$ cat src/rtl/exc_vec_pkg.sv
package exc_vec_pkg;

   localparam int unsigned GATE_BIT    = 11;
   localparam int unsigned PROT_LO     = 30;
   localparam int unsigned VEC_ALIGN   = 12;

   typedef struct packed {
      logic [31:0] pc;
      logic [4:0]  code;
      logic        save_epc;
   } exc_vec_t;

   function automatic logic [31:0] align_down(input logic [31:0] a);
      return a & ~((32'd1 << VEC_ALIGN) - 32'd1);
   endfunction

endpackage

$ cat src/rtl/exc_base_reg.sv
module exc_base_reg #(
   parameter int unsigned ADDR_W     = 32,
   parameter bit          WG_EN      = 1'b1,
   parameter logic [31:0] RESET_BASE = 32'h8000_0000
) (
   input  logic              clk,
   input  logic              rst_n,
   input  logic              wr_en,
   input  logic [ADDR_W-1:0] wr_data,
   output logic [ADDR_W-1:0] base_q
);
   import exc_vec_pkg::*;

   localparam logic [ADDR_W-1:0] RST_VAL =
      WG_EN ? RESET_BASE : (RESET_BASE & ~(32'd1 << GATE_BIT));

   logic              gate_open;
   logic [ADDR_W-1:0] base_d;

   generate
      if (WG_EN) begin : g_gate
         assign gate_open = wr_data[GATE_BIT];
      end else begin : g_nogate
         assign gate_open = 1'b0;
      end
   endgenerate

   always_comb begin
      base_d = base_q;
      if (wr_en) begin
         if (gate_open) begin
            base_d[ADDR_W-1:GATE_BIT] = wr_data[ADDR_W-1:GATE_BIT];
         end else begin
            base_d[PROT_LO-1:GATE_BIT] = wr_data[PROT_LO-1:GATE_BIT];
         end
      end
      if (!WG_EN) begin
         base_d[GATE_BIT] = 1'b0;
      end
   end

   always_ff @(posedge clk or negedge rst_n) begin
      if (!rst_n) begin
         base_q <= RST_VAL;
      end else begin
         base_q <= base_d;
      end
   end

endmodule

$ cat src/rtl/exc_vector_calc.sv
module exc_vector_calc #(
   parameter int unsigned ADDR_W      = 32,
   parameter int unsigned CODE_W      = 5,
   parameter logic [31:0] BOOT_BASE   = 32'hBFC0_0000,
   parameter logic [31:0] BOOT_DISP   = 32'h0000_0200,
   parameter logic [31:0] UNC_SEG     = 32'hA000_0000,
   parameter logic [31:0] SEG_MASK    = 32'h1FFF_F000,
   parameter logic [31:0] GEN_OFFSET  = 32'h0000_0180,
   parameter logic [31:0] CERR_OFFSET = 32'h0000_0100,
   parameter int unsigned CERR_CODE   = 30
) (
   input  logic [ADDR_W-1:0] base_q,
   input  logic              boot_mode,
   input  logic              cerr_vec_keep,
   input  logic [CODE_W-1:0] exc_code,
   output logic [ADDR_W-1:0] vec_pc
);
   import exc_vec_pkg::*;

   localparam logic [CODE_W-1:0] CERR_ID   = CODE_W'(CERR_CODE);
   localparam logic [ADDR_W-1:0] BOOT_VEC  = BOOT_BASE + BOOT_DISP;

   logic              is_cerr;
   logic [ADDR_W-1:0] offset;
   logic [ADDR_W-1:0] vbase;

   assign is_cerr = (exc_code == CERR_ID);
   assign offset  = is_cerr ? CERR_OFFSET : GEN_OFFSET;

   always_comb begin
      if (boot_mode) begin
         vbase = BOOT_VEC;
      end else if (is_cerr && !cerr_vec_keep) begin
         vbase = UNC_SEG | (base_q & SEG_MASK);
      end else begin
         vbase = align_down(base_q);
      end
   end

   assign vec_pc = vbase + offset;

endmodule

$ cat src/rtl/exc_capture.sv
module exc_capture #(
   parameter int unsigned ADDR_W = 32,
   parameter int unsigned CODE_W = 5
) (
   input  logic              clk,
   input  logic              rst_n,
   input  logic              exc_req,
   input  logic              exc_level,
   input  logic [CODE_W-1:0] exc_code,
   input  logic [ADDR_W-1:0] vec_pc,
   output logic [ADDR_W-1:0] handler_pc,
   output logic [CODE_W-1:0] cause_out,
   output logic              epc_save,
   output logic              vec_valid
);

   always_ff @(posedge clk or negedge rst_n) begin
      if (!rst_n) begin
         handler_pc <= '0;
         cause_out  <= '0;
         epc_save   <= 1'b0;
         vec_valid  <= 1'b0;
      end else begin
         vec_valid <= exc_req;
         epc_save  <= exc_req && !exc_level;
         if (exc_req) begin
            handler_pc <= vec_pc;
            cause_out  <= exc_code;
         end
      end
   end

endmodule

$ cat src/rtl/exc_vector_unit.sv
module exc_vector_unit #(
   parameter int unsigned ADDR_W      = 32,
   parameter int unsigned CODE_W      = 5,
   parameter bit          WG_EN       = 1'b1,
   parameter logic [31:0] RESET_BASE  = 32'h8000_0000,
   parameter logic [31:0] BOOT_BASE   = 32'hBFC0_0000,
   parameter logic [31:0] GEN_OFFSET  = 32'h0000_0180,
   parameter logic [31:0] CERR_OFFSET = 32'h0000_0100,
   parameter int unsigned CERR_CODE   = 30
) (
   input  logic              clk,
   input  logic              rst_n,
   input  logic              wr_en,
   input  logic [ADDR_W-1:0] wr_data,
   output logic [ADDR_W-1:0] rd_data,
   input  logic              boot_mode,
   input  logic              cerr_vec_keep,
   input  logic              exc_req,
   input  logic [CODE_W-1:0] exc_code,
   input  logic              exc_level,
   output logic [ADDR_W-1:0] handler_pc,
   output logic              epc_save,
   output logic [CODE_W-1:0] cause_out,
   output logic              vec_valid
);

   localparam int unsigned MAX_CODE = (1 << CODE_W) - 1;

   generate
      if (ADDR_W != 32) begin : g_bad_width
         $error("exc_vector_unit: only 32-bit addresses are supported");
      end
      if (CERR_CODE > MAX_CODE) begin : g_bad_code
         $error("exc_vector_unit: cache-error code does not fit CODE_W");
      end
      if (GEN_OFFSET >= 32'h1000 || CERR_OFFSET >= 32'h1000) begin : g_bad_off
         $error("exc_vector_unit: vector offsets must stay below 4 KiB");
      end
   endgenerate

   logic [ADDR_W-1:0] base_q;
   logic [ADDR_W-1:0] vec_pc;

   exc_base_reg #(
      .ADDR_W     (ADDR_W),
      .WG_EN      (WG_EN),
      .RESET_BASE (RESET_BASE)
   ) u_base (
      .clk     (clk),
      .rst_n   (rst_n),
      .wr_en   (wr_en),
      .wr_data (wr_data),
      .base_q  (base_q)
   );

   exc_vector_calc #(
      .ADDR_W      (ADDR_W),
      .CODE_W      (CODE_W),
      .BOOT_BASE   (BOOT_BASE),
      .GEN_OFFSET  (GEN_OFFSET),
      .CERR_OFFSET (CERR_OFFSET),
      .CERR_CODE   (CERR_CODE)
   ) u_calc (
      .base_q        (base_q),
      .boot_mode     (boot_mode),
      .cerr_vec_keep (cerr_vec_keep),
      .exc_code      (exc_code),
      .vec_pc        (vec_pc)
   );

   exc_capture #(
      .ADDR_W (ADDR_W),
      .CODE_W (CODE_W)
   ) u_cap (
      .clk        (clk),
      .rst_n      (rst_n),
      .exc_req    (exc_req),
      .exc_level  (exc_level),
      .exc_code   (exc_code),
      .vec_pc     (vec_pc),
      .handler_pc (handler_pc),
      .cause_out  (cause_out),
      .epc_save   (epc_save),
      .vec_valid  (vec_valid)
   );

   assign rd_data = base_q;

endmodule

$ cat config.mk
export PLATFORM = sky130hd
export DESIGN_NAME = exc_vector_unit
export DESIGN_NICKNAME = d
export VERILOG_FILES = /design/src/rtl/exc_vec_pkg.sv /design/src/rtl/exc_base_reg.sv /design/src/rtl/exc_vector_calc.sv /design/src/rtl/exc_capture.sv /design/src/rtl/exc_vector_unit.sv
export SDC_FILE = /design/constraint.sdc
export NUM_CORES = 1
export LEC_CHECK = 0
export ABC_AREA = 1
export BUFFER_PORTS_ARGS = -buffer_cell sky130_fd_sc_hd__buf_2
export CAP_MARGIN = 20
export CELL_PAD_IN_SITES_DETAIL_PLACEMENT = 1
export CELL_PAD_IN_SITES_GLOBAL_PLACEMENT = 1
export CORE_UTILIZATION = 32
export DETAILED_ROUTE_END_ITERATION = 10
export HOLD_SLACK_MARGIN = 0.06
export PLACE_DENSITY = 0.84
export SLEW_MARGIN = 10
export SYNTH_ARGS = -nofsm -noshare
export SYNTH_HDL_FRONTEND = slang
export SYNTH_SLANG_ARGS = --single-unit
$ cat constraint.sdc
create_clock -name clk -period 1.1 [get_ports clk]
set_clock_uncertainty 0.05 [all_clocks]
set_input_delay 0.22 -clock clk [delete_from_list [all_inputs] [get_ports clk]]
set_output_delay 0.22 -clock clk [all_outputs]
set_load 0.02 [all_outputs]
==> reports/qor.yml <==
pwr-share-clk_pct: 28.2
power_frac_comb_pct: 26.4
path_buf_inv: 1
ir_drop_mv: 0.739
arrival_ns: 0.98
via_per_inst: 4.40
final_common_cell: "buf_6"
end_kind: "primary output"
coreArea_um2: 6420
place_congestion: 0.747
pin_count: 115
htree_levels: 2
drtAntennaViolNets: 0
synthCells: 210
synth.avg_cell_area_um2: 10.2
cts_tree: "done"
grt_pass1_vias: 1894
start_util_pct: 33.4
cts_buffers: 5
seq_area_frac_synth_pct: 59.5
crit_type: "reg2out"
dp.cells: 366
synth_area_leaders: "dfrtp_1 58%, buf_4 7.7%, nand2_1 7.3%, o21ai_0 4.2%, o21ai_2 4.1%"
dr.first_iter.drc_count: 58
drcViolationCount: 14
setup_viol: 49
final_cell_mix: "51 x buf_6, 50 x dfrtp_1, 42 x nand2_1, 40 x buf_4, 32 x buf_2"
holdCritPathClass: "in2reg"
root_buffer: "clkbuf_8"
cts_sinks: 51
grt_use_total_pct: 17.5
grt_setup_unrepaired: "true"
finalNonFillerCells: 413
period_share_pct: 113
ff2ff_path_depth: 3
vias: 1817
p_per_area_nw_per_um2: 1450
outcome: "finished with violations"
crit_path_start_kind: "register"
cts_buffer_depth: 2
die-area_um2: 7040
synth_area_leader_cell: "dfrtp_1"
cap_violations: 0
worst-path-stages: 1
max_freq_mhz: 801
finish.utilization_pct: 51.5
wl_um: 6110
critPathTopFamily: "flip-flops"
dr.pass1.iters: 9
clkTransAtPathRegs_ns: 0.09
cp.required_ns: 0.83
worstSkewPairLatency_ns: 0.31
die_w_um: 83.9
rows: 29
min_delay_path_depth: 3
path_max_fanout: 2
violations: "design-rule violations, negative setup slack"
insertedDiodeCount: 0
maxSlewViolCount: 0
wl_per_cell_um: 14.8
cpPeakStageDelay_ns: 0.56
fin_nets: 379
synth_seq_cells: 51
fin_ws_ns: -0.148
p_sw_mw: 1.39
switching_share_pct: 29.0
synth_area_um2: 2150
final_layout_size_suffix_gt1_share_pct: 46.7
antenna_found_initial: 0
place_hpwl_um: 3730
grt_max_degree: 52
overflow: 0
netlist.area_leader.share_pct: 58.3
synth_cell_type_count: 24
area_delta_synth_final_pct: 54.0
internal_power_mw: 3.40
ys_warn_count: 0
leakage_nw: 1.72
hold_viol_final: 0
grt_pass1_wl_um: 9420
die_h_um: 83.9
crit_path_top_delay_cell: "dfstp_2"
finalHoldWorstSlack_ns: 0.0684
cp_cell_sequence: "buf_6"
post_dp_cell_area_um2: 2570
power_frac_seq_pct: 45.4
period_minus_slack_ns: 1.25
design_area_um2: 3300
portBuffers: 83
[metrics by stage]
step	setup TNS, ns	setup WS (ns)	power [mW]
3_5_place_dp	0	0.0738	3.04
4_1_cts	-1.43	-0.167	4.76
3_3_place_gp	0	0.102	3.01
2_1_floorplan	0	0.174	2.74
6_report	-0.915	-0.148	4.79
5_1_grt	-2.87	-0.190	5.05
[flip-flops by register name, indices dropped and copies added, names as in the netlist]
name              cells
u_cap.epc_save        1
u_base.base_q        21
u_cap.vec_valid       1
u_cap.cause_out       5
u_cap.handler_pc     23
[synthesized netlist by cell type]
cell type	instances
dfrtp_1	50
nor2_8	1
mux2_2	3
buf_4	22
nand2_1	42
buf_2	2
or2_2	1
nor2_1	13
a21oi_1	9
dfstp_2	1
clkbuf_2	1
inv_1	20
inv_4	1
nor3_1	2
nand3_1	2
o21ai_2	10
nand2_2	5
conb_1	1
nor2_2	1
inv_6	1
buf_8	2
o21ai_0	18
buf_6	1
a31oi_1	1
[path summary, 6_finish.rpt]
check                               startpoint                    to  slack (ns)
setup / recovery             u_base.base_q[31]           rd_data[31]       -0.15
hold / removal                     wr_data[23]     u_base.base_q[23]        0.07
setup reg to reg             u_base.base_q[31]  u_cap.handler_pc[31]        0.09
hold reg to reg            u_cap.handler_pc[8]   u_cap.handler_pc[8]        0.45
max in group asynchronous                rst_n     u_base.base_q[31]        0.30
min in group asynchronous                rst_n  u_cap.handler_pc[31]        0.39
[power by group through the flow]
stage / clock (mW) / combinational [mW] / sequential, mW
floorplan: 0 / 0.355 / 2.38
global placement: 0 / 0.839 / 2.17
finish: 1.35 / 1.27 / 2.18
CTS: 1.41 / 1.18 / 2.17
global route: 1.50 / 1.35 / 2.19
detailed placement: 0 / 0.862 / 2.18
[per-layer routing]
metal  wire, µm  up-vias  part of all wire [%]  global-route usage, %
met5          0        -                     0                      0
met4        149        0                   2.4                   7.52
met3        250       12                   4.1                   3.56
met2       3430       61                    56                   32.6
met1       2280      884                    37                   19.1
li1           -      860                     -                      -
[kinds of logic (layout without fill, tap and decap cells)]
family          Yosys count  in the layout  synth area share, %
compound gates           38             38                 10.7
buf+inv                  50            157                 14.5
flops                    51             51                 59.5
mux                       3              3                 1.57
other cells               1             20                0.175
simple gates             67             67                 13.5
[repair_timing]
action,CTS,global route
setup endpoints to repair,51,51
hold buffers,2,0
gates resized for setup,102,0
endpoints found under the hold margin,51,0
pin swaps,0,0
setup buffers,20,17
[area by class of cell]
cell class / instances / area, µm²
fillers: 734 / 3120
clock buffers: 6 / 82.6
multi-input cells: 128 / 628
repair buffers: 127 / 1090
inverters: 22 / 90.1
well taps: 77 / 96.3
clock inverters: 2 / 35.0
flip-flops and latches: 51 / 1280
Power figures use the tool's default switching activity.
